### src/rtl/pscfg_pkg.sv
package pscfg_pkg;
  localparam logic [2:0] OP_NOTIFY = 3'b000;
  localparam logic [2:0] OP_WRITE  = 3'b010;
  localparam logic [2:0] OP_READ   = 3'b011;

  typedef enum logic [1:0] {
    SEL_DEMOD    = 2'b00,
    SEL_CARRIER  = 2'b01,
    SEL_STRENGTH = 2'b10,
    SEL_SPARE    = 2'b11
  } outsel_e;
endpackage

### src/rtl/pscfg_sync.sv
module pscfg_sync #(
  parameter int               WIDTH   = 3,
  parameter int               STAGES  = 2,
  parameter logic [WIDTH-1:0] RST_VAL = '0
) (
  input  logic             clk,
  input  logic             rst_n,
  input  logic [WIDTH-1:0] d,
  output logic [WIDTH-1:0] q
);
  logic [STAGES-1:0][WIDTH-1:0] stg_q, stg_d;

  always_comb begin
    stg_d = {stg_q[STAGES-2:0], d};
  end

  always_ff @(posedge clk or negedge rst_n) begin
    if (!rst_n) stg_q <= {STAGES{RST_VAL}};
    else        stg_q <= stg_d;
  end

  assign q = stg_q[STAGES-1];
endmodule

### src/rtl/pscfg_frame.sv
module pscfg_frame
  import pscfg_pkg::*;
#(
  parameter int CMD_W  = 3,
  parameter int ADDR_W = 4,
  parameter int DATA_W = 9
) (
  input  logic              clk,
  input  logic              rst_n,
  input  logic              cs_fall,
  input  logic              cs_rise,
  input  logic              sclk_rise,
  input  logic              sclk_fall,
  input  logic              sdi,
  input  logic [DATA_W-1:0] rd_word,
  output logic [ADDR_W-1:0] rd_addr,
  output logic              tx_bit,
  output logic              rd_act,
  output logic              wr_en,
  output logic [ADDR_W-1:0] wr_addr,
  output logic [DATA_W-1:0] wr_data,
  output logic              note_pulse,
  output logic [ADDR_W-1:0] note_arg
);
  localparam int HDR_W   = CMD_W + ADDR_W;
  localparam int FRAME_W = HDR_W + DATA_W;
  localparam int CNT_MAX = FRAME_W + 1;
  localparam int CNT_W   = $clog2(CNT_MAX + 1);

  logic [FRAME_W-1:0] shreg_q, shreg_d;
  logic [CNT_W-1:0]   cnt_q, cnt_d;
  logic               rd_act_q, rd_act_d;
  logic [DATA_W-1:0]  tx_q, tx_d;
  logic               note_q, note_d;
  logic [ADDR_W-1:0]  narg_q, narg_d;

  logic             full, hdr_done;
  logic [CMD_W-1:0] hdr_cmd, fr_cmd;

  assign full     = (cnt_q == CNT_W'(FRAME_W));
  assign hdr_done = (cnt_q == CNT_W'(HDR_W));
  assign hdr_cmd  = shreg_q[HDR_W-1 -: CMD_W];
  assign fr_cmd   = shreg_q[FRAME_W-1 -: CMD_W];
  assign wr_addr  = shreg_q[DATA_W +: ADDR_W];
  assign wr_data  = shreg_q[DATA_W-1:0];
  assign rd_addr  = shreg_q[ADDR_W-1:0];
  assign wr_en    = cs_rise && full && (fr_cmd == OP_WRITE);

  always_comb begin
    shreg_d  = shreg_q;
    cnt_d    = cnt_q;
    rd_act_d = rd_act_q;
    tx_d     = tx_q;
    note_d   = 1'b0;
    narg_d   = narg_q;
    if (cs_fall) begin
      shreg_d  = '0;
      cnt_d    = '0;
      rd_act_d = 1'b0;
      tx_d     = '0;
    end else begin
      if (sclk_rise) begin
        shreg_d = {shreg_q[FRAME_W-2:0], sdi};
        if (cnt_q != CNT_W'(CNT_MAX)) cnt_d = cnt_q + 1'b1;
      end
      if (sclk_fall) begin
        if (hdr_done && (hdr_cmd == OP_READ)) begin
          tx_d     = rd_word;
          rd_act_d = 1'b1;
        end else if (rd_act_q) begin
          tx_d = {tx_q[DATA_W-2:0], 1'b0};
        end
      end
      if (cs_rise) begin
        rd_act_d = 1'b0;
        if (full && (fr_cmd == OP_NOTIFY)) begin
          note_d = 1'b1;
          narg_d = wr_addr;
        end
      end
    end
  end

  always_ff @(posedge clk or negedge rst_n) begin
    if (!rst_n) begin
      shreg_q  <= '0;
      cnt_q    <= '0;
      rd_act_q <= 1'b0;
      tx_q     <= '0;
      note_q   <= 1'b0;
      narg_q   <= '0;
    end else begin
      shreg_q  <= shreg_d;
      cnt_q    <= cnt_d;
      rd_act_q <= rd_act_d;
      tx_q     <= tx_d;
      note_q   <= note_d;
      narg_q   <= narg_d;
    end
  end

  assign tx_bit     = tx_q[DATA_W-1];
  assign rd_act     = rd_act_q;
  assign note_pulse = note_q;
  assign note_arg   = narg_q;
endmodule

### src/rtl/pscfg_regs.sv
module pscfg_regs
  import pscfg_pkg::*;
#(
  parameter int ADDR_W  = 4,
  parameter int DATA_W  = 9,
  parameter int NREG    = 8,
  parameter int SEL_REG = 0,
  parameter int DIS_REG = 2,
  parameter int DIS_BIT = 8
) (
  input  logic              clk,
  input  logic              rst_n,
  input  logic              wr_en,
  input  logic [ADDR_W-1:0] wr_addr,
  input  logic [DATA_W-1:0] wr_data,
  input  logic [ADDR_W-1:0] rd_addr,
  output logic [DATA_W-1:0] rd_word,
  output outsel_e           outsel,
  output logic              dis_req
);
  localparam int IDX_W = (NREG > 1) ? $clog2(NREG) : 1;

  logic [NREG-1:0][DATA_W-1:0] regs_q, regs_d;
  logic                        rd_hit;

  for (genvar r = 0; r < NREG; r++) begin : g_reg
    assign regs_d[r] = (wr_en && (wr_addr == ADDR_W'(r))) ? wr_data : regs_q[r];
  end

  always_ff @(posedge clk or negedge rst_n) begin
    if (!rst_n) regs_q <= '0;
    else        regs_q <= regs_d;
  end

  assign rd_hit  = ({1'b0, rd_addr} < (ADDR_W+1)'(NREG));
  assign rd_word = rd_hit ? regs_q[rd_addr[IDX_W-1:0]] : '0;
  assign outsel  = outsel_e'(regs_q[SEL_REG][1:0]);
  assign dis_req = regs_q[DIS_REG][DIS_BIT];
endmodule

### src/rtl/pscfg_top.sv
module pscfg_top
  import pscfg_pkg::*;
#(
  parameter int CMD_W  = 3,
  parameter int ADDR_W = 4,
  parameter int DATA_W = 9,
  parameter int NREG   = 8,
  parameter int SYNC_N = 2
) (
  input  logic              clk,
  input  logic              rst_n,
  input  logic              cs_n_i,
  input  logic              sclk_i,
  input  logic              sdio_i,
  input  logic              alert_req_i,
  input  logic              demod_i,
  input  logic              carrier_i,
  output logic              alert_oe_o,
  output logic              sdio_o,
  output logic              sdio_oe_o,
  output logic              dischg_o,
  output logic              note_pulse_o,
  output logic [ADDR_W-1:0] note_arg_o
);
  logic [1:0] rst_q;
  logic       rst_ni;

  always_ff @(posedge clk or negedge rst_n) begin
    if (!rst_n) rst_q <= 2'b00;
    else        rst_q <= {rst_q[0], 1'b1};
  end
  assign rst_ni = rst_q[1];

  logic cs_s, sclk_s, sdi_s;
  pscfg_sync #(.WIDTH(3), .STAGES(SYNC_N), .RST_VAL(3'b100)) u_sync (
    .clk(clk), .rst_n(rst_ni),
    .d({cs_n_i, sclk_i, sdio_i}),
    .q({cs_s, sclk_s, sdi_s})
  );

  logic cs_q, sclk_q;
  always_ff @(posedge clk or negedge rst_ni) begin
    if (!rst_ni) begin
      cs_q   <= 1'b1;
      sclk_q <= 1'b0;
    end else begin
      cs_q   <= cs_s;
      sclk_q <= sclk_s;
    end
  end

  logic cs_fall, cs_rise, sclk_rise, sclk_fall, desel_st, sel_st;
  assign cs_fall   = !cs_s &&  cs_q;
  assign cs_rise   =  cs_s && !cs_q;
  assign desel_st  =  cs_s &&  cs_q;
  assign sel_st    = !cs_s && !cs_q;
  assign sclk_rise = !cs_s &&  sclk_s && !sclk_q;
  assign sclk_fall = !cs_s && !sclk_s &&  sclk_q;

  logic [DATA_W-1:0] rd_word, wr_data;
  logic [ADDR_W-1:0] rd_addr, wr_addr;
  logic              tx_bit, rd_act, wr_en, dis_req;
  outsel_e           outsel;

  pscfg_frame #(.CMD_W(CMD_W), .ADDR_W(ADDR_W), .DATA_W(DATA_W)) u_frame (
    .clk(clk), .rst_n(rst_ni),
    .cs_fall(cs_fall), .cs_rise(cs_rise),
    .sclk_rise(sclk_rise), .sclk_fall(sclk_fall), .sdi(sdi_s),
    .rd_word(rd_word), .rd_addr(rd_addr),
    .tx_bit(tx_bit), .rd_act(rd_act),
    .wr_en(wr_en), .wr_addr(wr_addr), .wr_data(wr_data),
    .note_pulse(note_pulse_o), .note_arg(note_arg_o)
  );

  pscfg_regs #(.ADDR_W(ADDR_W), .DATA_W(DATA_W), .NREG(NREG)) u_regs (
    .clk(clk), .rst_n(rst_ni),
    .wr_en(wr_en), .wr_addr(wr_addr), .wr_data(wr_data),
    .rd_addr(rd_addr), .rd_word(rd_word),
    .outsel(outsel), .dis_req(dis_req)
  );

  logic oe_d, oe_q, dout_d, dout_q, alert_d, alert_q, dis_d, dis_q;
  logic strength_sel;

  assign strength_sel = (outsel == SEL_STRENGTH);

  always_comb begin
    oe_d    = (desel_st && !strength_sel) || (sel_st && rd_act);
    dout_d  = cs_s ? ((outsel == SEL_CARRIER) ? carrier_i : demod_i) : tx_bit;
    alert_d = desel_st && alert_req_i;
    dis_d   = desel_st && strength_sel && dis_req;
  end

  always_ff @(posedge clk or negedge rst_ni) begin
    if (!rst_ni) begin
      oe_q    <= 1'b0;
      dout_q  <= 1'b0;
      alert_q <= 1'b0;
      dis_q   <= 1'b0;
    end else begin
      oe_q    <= oe_d;
      dout_q  <= dout_d;
      alert_q <= alert_d;
      dis_q   <= dis_d;
    end
  end

  assign sdio_oe_o  = oe_q;
  assign sdio_o     = dout_q;
  assign alert_oe_o = alert_q;
  assign dischg_o   = dis_q;
endmodule

### config.mk
export PLATFORM = sky130hd
export DESIGN_NAME = pscfg_top
export DESIGN_NICKNAME = d
export VERILOG_FILES = /design/src/rtl/pscfg_pkg.sv /design/src/rtl/pscfg_sync.sv /design/src/rtl/pscfg_frame.sv /design/src/rtl/pscfg_regs.sv /design/src/rtl/pscfg_top.sv
export SDC_FILE = /design/constraint.sdc
export NUM_CORES = 1
export LEC_CHECK = 0
export BUFFER_PORTS_ARGS = -buffer_cell sky130_fd_sc_hd__buf_2
export CAP_MARGIN = 30
export CELL_PAD_IN_SITES_DETAIL_PLACEMENT = 0
export CELL_PAD_IN_SITES_GLOBAL_PLACEMENT = 1
export CORE_UTILIZATION = 30
export DETAILED_ROUTE_END_ITERATION = 8
export PLACE_DENSITY_LB_ADDON = 0.08
export SLEW_MARGIN = 20
export SYNTH_ARGS = -nofsm -noshare
export SYNTH_HDL_FRONTEND = slang
export SYNTH_SLANG_ARGS = --single-unit
### constraint.sdc
create_clock -name clk -period 8.73 [get_ports clk]
set_clock_uncertainty 0.1 [all_clocks]
set_input_delay 1.3095 -clock clk [delete_from_list [all_inputs] [get_ports clk]]
set_output_delay 1.3095 -clock clk [all_outputs]
set_load 0.03 [all_outputs]
; Yosys cells after proc, flatten, opt, wreduce, memory -nomap -nowiden
; Cells that the tools add are included.
[classes]
n_addsub = 1
eq_ne = 14
reduce_logical = 43
magnitude_cmp = 2
n_mux = 21
n_bitwise = 1
[ops]
columns = cell, n
row1 = 2-to-1 mux 9 bit, 6
row2 = 2-to-1 mux 16 bit, 2
row3 = binary-select mux 9 bit (select 3 bit), 1
row4 = logical AND 1 bit, 25
row5 = "== test 4 x 3 -> 1 bit, second input constant", 4
row6 = 2-to-1 mux 5 bit, 3
row7 = 2-to-1 mux 1 bit, 9
row8 = nonzero test 3 bit, 3
row9 = "== test 4 x 2 -> 1 bit, second input constant", 2
row10 = "== test 3 x 2 -> 1 bit, second input constant", 2
row11 = AND reduction 2 bit, 3
row12 = nonzero test 2 bit, 3
row13 = "adder 5 x 1 -> 5 bit, second input constant", 1
row14 = "== test 5 x 3 -> 1 bit, second input constant", 1
row15 = "== test 5 bit, second input constant", 1
row16 = zero test 1 bit, 5
row17 = "inequality test 5 bit, second input constant", 1
row18 = "== test 4 x 1 -> 1 bit, second input constant", 1
row19 = zero test 4 bit, 1
row20 = "less-than comparator 3 x 4 -> 1 bit, second input constant", 1
row21 = "less-than comparator 4 bit, second input constant", 1
row22 = zero test 3 bit, 1
row23 = AND reduction 3 bit, 1
row24 = "== test 2 x 1 -> 1 bit, second input constant", 1
row25 = other kinds (3), 3
[word_totals]
output_inout_bits = 9
ff_bits = 122
word_cells = 105
input_bits = 8

; Longest topological paths before layout
; Gate-level depths: netlist of the first run.
[logic_depth]
ltp_word = 6
mapped_depth = 7
depth_no_buf = 6

; Modules after synthesis
; From an unflattened synthesis of the first run, not the netlist that was laid out.
[hier_totals]
cells_unflattened = 411
area_unflattened_um2 = 5771.8
[modules_own_cells]
columns = mod, seq_area_each_um2, area_per_inst_um2, cells_each, instances
row1 = pscfg_regs, 1801.7, 3370.7, 204, 1
row2 = pscfg_frame, 900.9, 1913.1, 176, 1
row3 = pscfg_top, 201.4, 335.3, 25, 1
row4 = pscfg_sync, 152.6, 152.6, 6, 1

; Worst setup path after synthesis of the first run
; No wires, ideal clock.
[synth_timing]
kind = reg2reg
start = reg u_frame.cnt_q[0]
end = reg u_regs.regs_q[36] (netlist name)
setup_slack_ns = 6.677
n_path_buf = 0
required_ns = 8.505
setup_ns = 0.125
stages_incl_launch_ff = 7
period_less_slack_ns = 2.053
arrival_ns = 1.829
path_cell_list = dfrtp_1 inv_1 ha_1 and4bb_2 nand4b_4 nor4_4 mux2_2
[synth_via]
elab_chain_len = 4
[synth_lines]
columns = element, line_no
row1 = "start, declared", pscfg_frame.sv:31  ; logic [CNT_W-1:0] cnt_q, cnt_d;
row2 = "start signal, assigned", pscfg_frame.sv:94  ; cnt_q <= cnt_d;
row3 = == test 5 bit, pscfg_frame.sv:40  ; assign full = (cnt_q == CNT_W'(FRAME_W));
row4 = logical AND 1 bit (2 in a row), pscfg_frame.sv:47  ; assign wr_en = cs_rise && full && (fr_cmd == OP_WRITE);
row5 = logical AND 1 bit, pscfg_regs.sv:27  ; assign regs_d[r] = (wr_en && (wr_addr == ADDR_W'(r))) ? wr_data : regs_q[r];
row6 = "end signal, assigned", pscfg_regs.sv:32  ; else regs_q <= regs_d;
row7 = "end, declared", pscfg_regs.sv:23  ; logic [NREG-1:0][DATA_W-1:0] regs_q, regs_d;
; No other way between the ends.
; A chain may end at the register's enable or synchronous reset.

; Final worst setup path of the first run
[layout_timing]
start = reg u_sync.stg_q (netlist bit u_sync.q[2])
end = reg u_regs.regs_q[52] (netlist name)
[layout_via]
elab_chain_len = 4
[layout_lines]
columns = element, line_no
row1 = "start, declared", pscfg_sync.sv:11  ; logic [STAGES-1:0][WIDTH-1:0] stg_q, stg_d;
row2 = "start signal, assigned", pscfg_sync.sv:18  ; if (!rst_n) stg_q <= {STAGES{RST_VAL}};
row3 = "start signal, assigned", pscfg_sync.sv:19  ; else stg_q <= stg_d;
row4 = logical AND 1 bit, pscfg_top.sv:54  ; assign cs_rise = cs_s && !cs_q;
row5 = logical AND 1 bit (2 in a row), pscfg_frame.sv:47
row6 = logical AND 1 bit, pscfg_regs.sv:27
; No other way between the ends.

==> impl_metrics.ini, run 1 <==
[status]
status = complete, no violations

[floorplan]
start_util = 0.308
rows = 49
fp.coreArea_um2 = 18000
die_width_um = 138
die_h_um = 138
fp.dieArea_um2 = 19000
ios = 17

[yosys]
async_flop_share = 1.00
ys_seq_area_frac = 0.551
synth_seq_cells = 122
syn_area_um2 = 5550
synth_nets = 439
syn-instance-count = 424
synth-main-ff-cell = dfrtp_1
synth.avg_cell_area_um2 = 13.1
yosys.area.top_type = dfrtp_1
synth_top_area_share = 0.537
ys.warnings.count = 0
synth-edff-count = 0
synth_area_leaders = dfrtp_1 54%, mux2_2 15%, mux4_2 6.5%
synth.distinct_cells = 45

[routing]
ant_nets = 0
wl_per_cell_um = 18.8
drt_pass1_iterations = 4
num_vias = 3325
routed_wl_mm = 12.9
vias_per_cell = 4.86
drcViolationCount = 0
drt_iter0_drc = 160

[global_routing]
grt_pass1_vias = 3557
overflow = 0
gr-max-usage-layer = met2
grt_use_met3 = 0.0391
use_met2 = 0.217
antenna_found_initial = 0
grt_max_degree = 68
grt_pass1_wl_mm = 21.1
grt_usage = 0.146
met1_usage = 0.207

[sta]
fin_crit_sh = 0.285
rsz0062_at_grt = no
slew-limit-headroom = 0.422
tightest_slew_ns = 0.866
slew_viol_final = 0
setup_viol = 0
post-route-min-period_ns = 2.49
finalHoldViolCount = 0
fmax_mhz = 402
tns_ns = 0
fin_hold_ws_ns = 0.250

[cells_and_area]
fillers = 1777
area_delta_synth_final_pct = 17.9
diodes = 0
layout_commonest_cell = dfrtp_1
drive_gt1_frac = 0.376
fin_cells = 684
final_cell_mix = 118 x dfrtp_1, 76 x mux2_2, 36 x nand2_1
nets = 457

[placement]
dpl.hpwl_mm = 7.97
place_inst = 651
numPortBuffers = 16
gp_congestion = 0.693

[clock_network]
cts.htree.levels = 4
cts_resized = 0
cts_tree = built
ctsHoldBuffers = 0
post-cts-setup-buffers = 0
cts_buffers = 17
path_clk_slew_ns = 0.06
clk_latency_ns = 0.42
root_buffer = clkbuf_16
cts.path.max_buffers = 2
numClockSinks = 122

[setup_path]
start_kind = flip-flop
cp.arrival_ns = 2.69
crit_start = u_sync.q[2]
setup.worst_path.class = flip-flop to flip-flop
worstPathRequired_ns = 8.93
rr_endpoint = u_regs.regs_q[52]
r2r_cells = 4
endpoint = u_regs.regs_q[52]
crit_path_end_kind = flip-flop
r2r_slack_ns = 6.24
crit_fanout = 9
r2r-start = u_sync.q[2]

[min_path]
min_path_type = flip-flop to flip-flop

[power]
p_leak_uw = 0.00300
power_density_nw_per_um2 = 215
ir_drop_uv = 143

[flow_run]
maxCapViolCount = 0
==> state kept, by name, indices dropped and copies added, names as in the netlist, 2 cells and up <==
signal	flops
u_regs.outsel	2
u_frame.cnt_q	5
u_frame.tx_q	9
u_frame.shreg_q	16
u_sync.stg_d	3
u_regs.regs_q	69
u_sync.q	3
rst_q	2
u_frame.note_arg	4
==> metal layers <==
layer  vias up  wire length [um]
met4         0               165
met2        31              5950
met1      1732              6400
met5         -                 0
met3        14               340
li1       1548                 -
==> worst max-delay path: stages, from the launching register on <==
cell and delay (ns):
dfstp_2 0.64, ha_1 0.32, nand4b_4 0.22, nor4_4 0.67, mux2_2 0.41
==> area by class of cell <==
| class | count | area (um2) | share of cell area |
|---|---|---|---|
| Sequential cell | 122 | 3060 | 0.468 |
| Multi-Input combinational cell | 256 | 2320 | 0.355 |
| Clock buffer | 22 | 484 | 0.0740 |
| Tap cell | 229 | 287 | 0.0438 |
| Clock inverter | 10 | 163 | 0.0249 |
| Timing Repair Buffer | 22 | 143 | 0.0218 |
| Inverter | 23 | 86.3 | 0.0132 |
==> metrics by stage <==
step / cell area (um2) / power, uW / utilization / worst slack [ns]
3_3_place_gp: 5850 / 647 / 0.325 / 6.17
6_report: 6550 / 1400 / 0.363 / 6.24
3_5_place_dp: 5880 / 648 / 0.326 / 6.21
4_1_cts: 6530 / 1420 / 0.362 / 6.19
5_1_grt: 6550 / 1460 / 0.363 / 6.11
2_1_floorplan: 5550 / 627 / - / 4.98
==> synth_stat cells, types with 2 or more instances <==
master	instances
dfstp_2	3
o211ai_1	2
o21ai_0	11
clkbuf_2	2
and4bb_2	3
nor2b_1	12
nor2_1	12
nor3_1	2
nor4_4	2
nand2_1	36
xor2_1	2
clkbuf_1	16
mux4_2	16
dfrtp_1	119
nor3_4	2
nand3_1	3
inv_1	22
and3b_1	2
buf_1	3
o22ai_1	8
a21oi_1	22
nor3b_1	2
mux2_2	76
mux2i_1	5
nand2b_1	2
nand3_2	4
buf_2	2
o221a_2	8
and2_1	3
ha_1	7
==> report_power, final <==
group | leakage, uW | internal [uW] | switching (uW)
clock | 0.000313 | 508 | 260
sequential | 0.00167 | 574 | 12.8
combinational | 0.00101 | 17.8 | 31.5
==> cells by family (layout without fill, tap and decap cells) <==
group,Yosys count,in the layout,synth area share
AO/OA/AOI/OAI,54,54,0.0620
XOR/XNOR,2,2,0.00316
adder cells (fa/ha/maj),7,7,0.0158
buffers and inverters,46,77,0.0320
flip-flops,122,122,0.551
multiplexers,97,97,0.228
other,1,1,0.000676
AND/OR/NAND/NOR,95,95,0.108
==> worst min path at each step <==
stage,startpoint,to,slack (ns),cells after the start
floorplan,rst_q[0],rst_q[1],0.23,0
global placement,u_sync.stg_d[3],u_sync.q[0],0.23,0
detailed placement,rst_q[0],rst_q[1],0.24,0
CTS,rst_q[0],rst_q[1],0.25,0
global route,u_sync.stg_d[5],u_sync.q[2],0.26,0
finish,rst_q[0],rst_q[1],0.25,0
Note: power is estimated with default switching activity, not from simulation.
==> run 2: changes to the inputs <==
Clock period 8.73 ns to 2.4 ns, I/O delays scaled along.
==> impl_metrics.ini, run 2 (same netlist as run 1, synthesis figures left out) <==
[cells_and_area]
finish.utilization = 0.367
largest_register_ffs = 69
reg.largest.list = u_regs.regs_q x69, u_frame.shreg_q x16, u_frame.tx_q x9
layout_commonest_cell = dfrtp_1
final_cell_mix = 118 x dfrtp_1, 76 x mux2_2, 36 x nand2_1
diodes = 0
area_delta_synth_final_pct = 19.2
largest-register = u_regs.regs_q
drive_gt1_frac = 0.388
nets = 474

[min_path]
min_path_type = primary input to flip-flop

[clock_network]
cts.path.max_buffers = 2
post-cts-setup-buffers = 0
cts_tree = built
path_clk_slew_ns = 0.06
cts.htree.levels = 4
cts_buffers = 17
clk_latency_ns = 0.42
root_buffer = clkbuf_16
numClockSinks = 122

[floorplan]
fp.dieArea_um2 = 19000
rows = 49
die_h_um = 138
die_width_um = 138
ios = 17
start_util = 0.308
fp.coreArea_um2 = 18000

[sta]
fin_hold_ws_ns = 0.0452
fin_crit_sh = 0.900
setup_viol = 0
fmax_mhz = 463
slew-limit-headroom = 0.529
tns_ns = 0
finalHoldViolCount = 0
tightest_slew_ns = 0.705
rsz0062_at_grt = no
slew_viol_final = 0
post-route-min-period_ns = 2.16

[global_routing]
overflow = 0
grt_pass1_vias = 3699
grt_max_degree = 74
grt_usage = 0.150
grt_pass1_wl_mm = 21.5
antenna_found_initial = 0

[routing]
ant_nets = 0
vias_per_cell = 4.83
num_vias = 3384
drcViolationCount = 0
routed_wl_mm = 12.9
wl_per_cell_um = 18.5
drt_pass1_iterations = 4
drt_iter0_drc = 120

[power]
p_total_uw = 4870
pwr-share-comb = 0.040
switchingPower_uw = 1100
clkPwrFrac = 0.524
switching_share = 0.227
p_seq_frac = 0.436
power_density_nw_per_um2 = 737
p_int_uw = 3770
ir_drop_uv = 449
p_leak_uw = 0.00304

[status]
status = complete, no violations

[flow_run]
maxCapViolCount = 0

[setup_path]
crit_fanout = 9
setup.worst_path.class = flip-flop to flip-flop
start_kind = flip-flop
worstPathRequired_ns = 2.60
cp.arrival_ns = 2.36
crit_path_end_kind = flip-flop

[placement]
numPortBuffers = 16
gp_congestion = 0.722
dpl.hpwl_mm = 8.42
-- run 2: layout make-up --
class                   instances  area, um2
fillers                      1780      11400
clock inverters                10        116
flip-flops and latches        122       3060
repair buffers                 39        275
inverters                      23       86.3
well taps                     229        287
clock buffers                  22        474
multi-input cells             256       2320
-- run 2: per-stage QoR --
stage,instances,instance area (um2),setup slack [ns]
floorplan,424,5550,0.268
global placement,665,5980,0.246
detailed placement,665,5980,0.220
CTS,701,6620,0.210
global route,701,6620,0.131
finish,701,6620,0.240
-- run 2: path summary, 6_finish.rpt --
check,start,end,slack [ns],cells after the start
min in group asynchronous,rst_n,rst_q[1],0.15,2
max in group asynchronous,rst_q[1],u_frame.tx_q[1],1.32,1
worst min-delay path,alert_req_i,alert_oe_o,0.05,2
worst min register to register,rst_q[1],u_frame.shreg_q[9],0.15,0
worst max-delay path,u_frame.cnt_q[0],u_regs.regs_q[67],0.24,7
worst max register to register,u_frame.cnt_q[0],u_regs.regs_q[67],0.24,7
-- run 2: power groups by stage --
stage	clock network [uW]	logic, uW	registers (uW)
finish	2550	195	2120
CTS	2640	203	2120
detailed placement	0	197	2160
floorplan	0	102	2180
global placement	0	200	2160
global route	2720	228	2130
-- run 2: repair_timing --
action / CTS / global route
endpoints found under the hold margin: 5 / 0
hold buffers: 4 / 0
gates resized for setup: 0 / 0
-- run 2: routing by layer --
layer | GRT usage | vias up | wire [um]
li1 | - | 1575 | -
met1 | 0.206 | 1759 | 6330
met2 | 0.229 | 35 | 5980
met3 | 0.0381 | 15 | 418
met4 | 0.0538 | 0 | 208
met5 | 0 | - | 0
-- run 2: critical path: stages (launching register included) --
cell	delay (ns)
dfrtp_1	0.43
inv_1	0.08
ha_1	0.13
and4bb_2	0.29
nand4b_4	0.20
nor3_4	0.20
buf_4	0.24
mux2_2	0.36
==> run 3: changes to the inputs <==
Settings changed: BUFFER_PORTS_ARGS -buffer_cell sky130_fd_sc_hd__buf_2 to -buffer_cell sky130_fd_sc_hd__buf_4.
==> impl_metrics.ini, run 3 (same netlist as run 1, synthesis figures left out) <==
[status]
status = complete, no violations

[setup_path]
crit_fanout = 9
start_kind = flip-flop
path_cells = inv_1 > ha_1 > and4bb_2 > nand4b_4 > nor4_4 > buf_4 > mux2_2
r2r_cells = 7
setup.worst_path.class = flip-flop to flip-flop
crit_path_end_kind = flip-flop
worstPathRequired_ns = 2.60
crit_slowest_cell = dfrtp_1
cp.arrival_ns = 2.38
cpPeakStageDelay_ns = 0.43

[clock_network]
cts.path.max_buffers = 2
post-cts-setup-buffers = 0
path_clk_slew_ns = 0.06
numClockSinks = 122
ctsHoldBuffers = 4
cts_tree = built
cts_resized = 0
clk_latency_ns = 0.42
cts.htree.levels = 4
cts_buffers = 17
root_buffer = clkbuf_16

[routing]
drt_pass1_iterations = 4
vias_per_cell = 4.86
num_vias = 3403
ant_nets = 0
drt_iter0_drc = 211
wl_per_cell_um = 18.4
drcViolationCount = 0
routed_wl_mm = 12.8

[global_routing]
grt_max_degree = 68
antenna_found_initial = 0
use_met2 = 0.225
overflow = 0
grt_pass1_wl_mm = 21.1
grt_usage = 0.149
gr-max-usage-layer = met2
grt_use_met3 = 0.0430
grt_pass1_vias = 3615
met1_usage = 0.201

[floorplan]
fp.dieArea_um2 = 19000
rows = 49
start_util = 0.308
ios = 17
die_h_um = 138
die_width_um = 138
fp.coreArea_um2 = 18000

[power]
p_int_uw = 3940
p_leak_uw = 0.00308
power_density_nw_per_um2 = 754
pwr-share-comb = 0.042
ir_drop_uv = 475
switchingPower_uw = 1130
p_seq_frac = 0.417
clkPwrFrac = 0.541
switching_share = 0.223

[sta]
slew-limit-headroom = 0.586
finalHoldViolCount = 0
tns_ns = 0
tightest_slew_ns = 0.621
post-route-min-period_ns = 2.18
fmax_mhz = 459
fin_crit_sh = 0.908
rsz0062_at_grt = no
slew_viol_final = 0
setup_viol = 0

[cells_and_area]
largest_register_ffs = 69
finish.utilization = 0.373
nets = 473
final_cell_mix = 118 x dfrtp_1, 76 x mux2_2, 36 x nand2_1
largest-register = u_regs.regs_q
reg.largest.list = u_regs.regs_q x69, u_frame.shreg_q x16, u_frame.tx_q x9
drive_gt1_frac = 0.389
layout_commonest_cell = dfrtp_1
diodes = 0
area_delta_synth_final_pct = 21.2

[placement]
numPortBuffers = 16
gp_congestion = 0.679
dpl.hpwl_mm = 8.22

[min_path]
min_path_type = flip-flop to async pin

[flow_run]
maxCapViolCount = 0
==> run 3: cell count changes in the layout (fill, tap and decap cells not counted), sizes merged <==
cell,previous run,this run
inv,23,24
clkbuf,22,19
bufinv,2,4
clkinvlp,5,3
clkinv,3,5
buf,35,34
==> run 3: through the flow <==
| stage | hold slack [ns] | worst slack [ns] | power, uW | std cells | cell area, um2 |
|---|---|---|---|---|---|
| final | 0.0425 | 0.222 | 5080 | 700 | 6730 |
| after global routing | 0.0416 | 0.105 | 5280 | 700 | 6730 |
| after CTS | 0.0311 | 0.208 | 5160 | 700 | 6730 |
| after detailed placement | 0.0431 | 0.219 | 2370 | 664 | 6050 |
| after global placement | 0.0407 | 0.255 | 2370 | 664 | 6050 |
| after floorplan | -0.0356 | 0.268 | 2280 | 424 | 5550 |
==> run 3: cell type report <==
cell class / instances / area (um2)
Fill cell: 1776 / 11300
Sequential cell: 122 / 3060
Multi-Input combinational cell: 256 / 2320
Clock buffer: 19 / 443
Timing Repair Buffer: 38 / 345
Tap cell: 229 / 287
Clock inverter: 13 / 191
Inverter: 23 / 86.3
==> run 3: final timing paths <==
path	from	to	slack (ns)
hold / removal	rst_q[1]	u_frame.shreg_q[9]	0.04
setup / recovery	u_frame.cnt_q[0]	u_regs.regs_q[48]	0.22
max in group asynchronous	rst_q[1]	u_regs.regs_q[50]	1.56
setup reg to reg	u_frame.cnt_q[0]	u_regs.regs_q[48]	0.22
hold reg to reg	rst_q[1]	u_frame.shreg_q[9]	0.04
min in group clk	alert_req_i	alert_oe_o	0.05
==> run 3: per-layer routing <==
metal | part of all wire | vias up | wire, um
li1 | - | 1578 | -
met1 | 0.49 | 1776 | 6350
met2 | 0.46 | 36 | 5940
met3 | 0.031 | 13 | 392
met4 | 0.013 | 0 | 163
met5 | 0 | - | 0
==> run 3: power by group through the flow <==
| stage | logic, uW | registers [uW] | clock network (uW) |
|---|---|---|---|
| after floorplan | 102 | 2180 | 0 |
| after global placement | 217 | 2150 | 0 |
| after detailed placement | 216 | 2150 | 0 |
| after CTS | 222 | 2120 | 2820 |
| after global routing | 242 | 2120 | 2920 |
| final | 212 | 2120 | 2750 |
==> run 3: worst max-delay path, delay by kind of cell, from the launching register on <==
family        cells  cell delay, ns
flops             1            0.43
simple gates      3            0.70
buf+inv           2            0.34
mux               1            0.36
fa+ha+maj         1            0.13
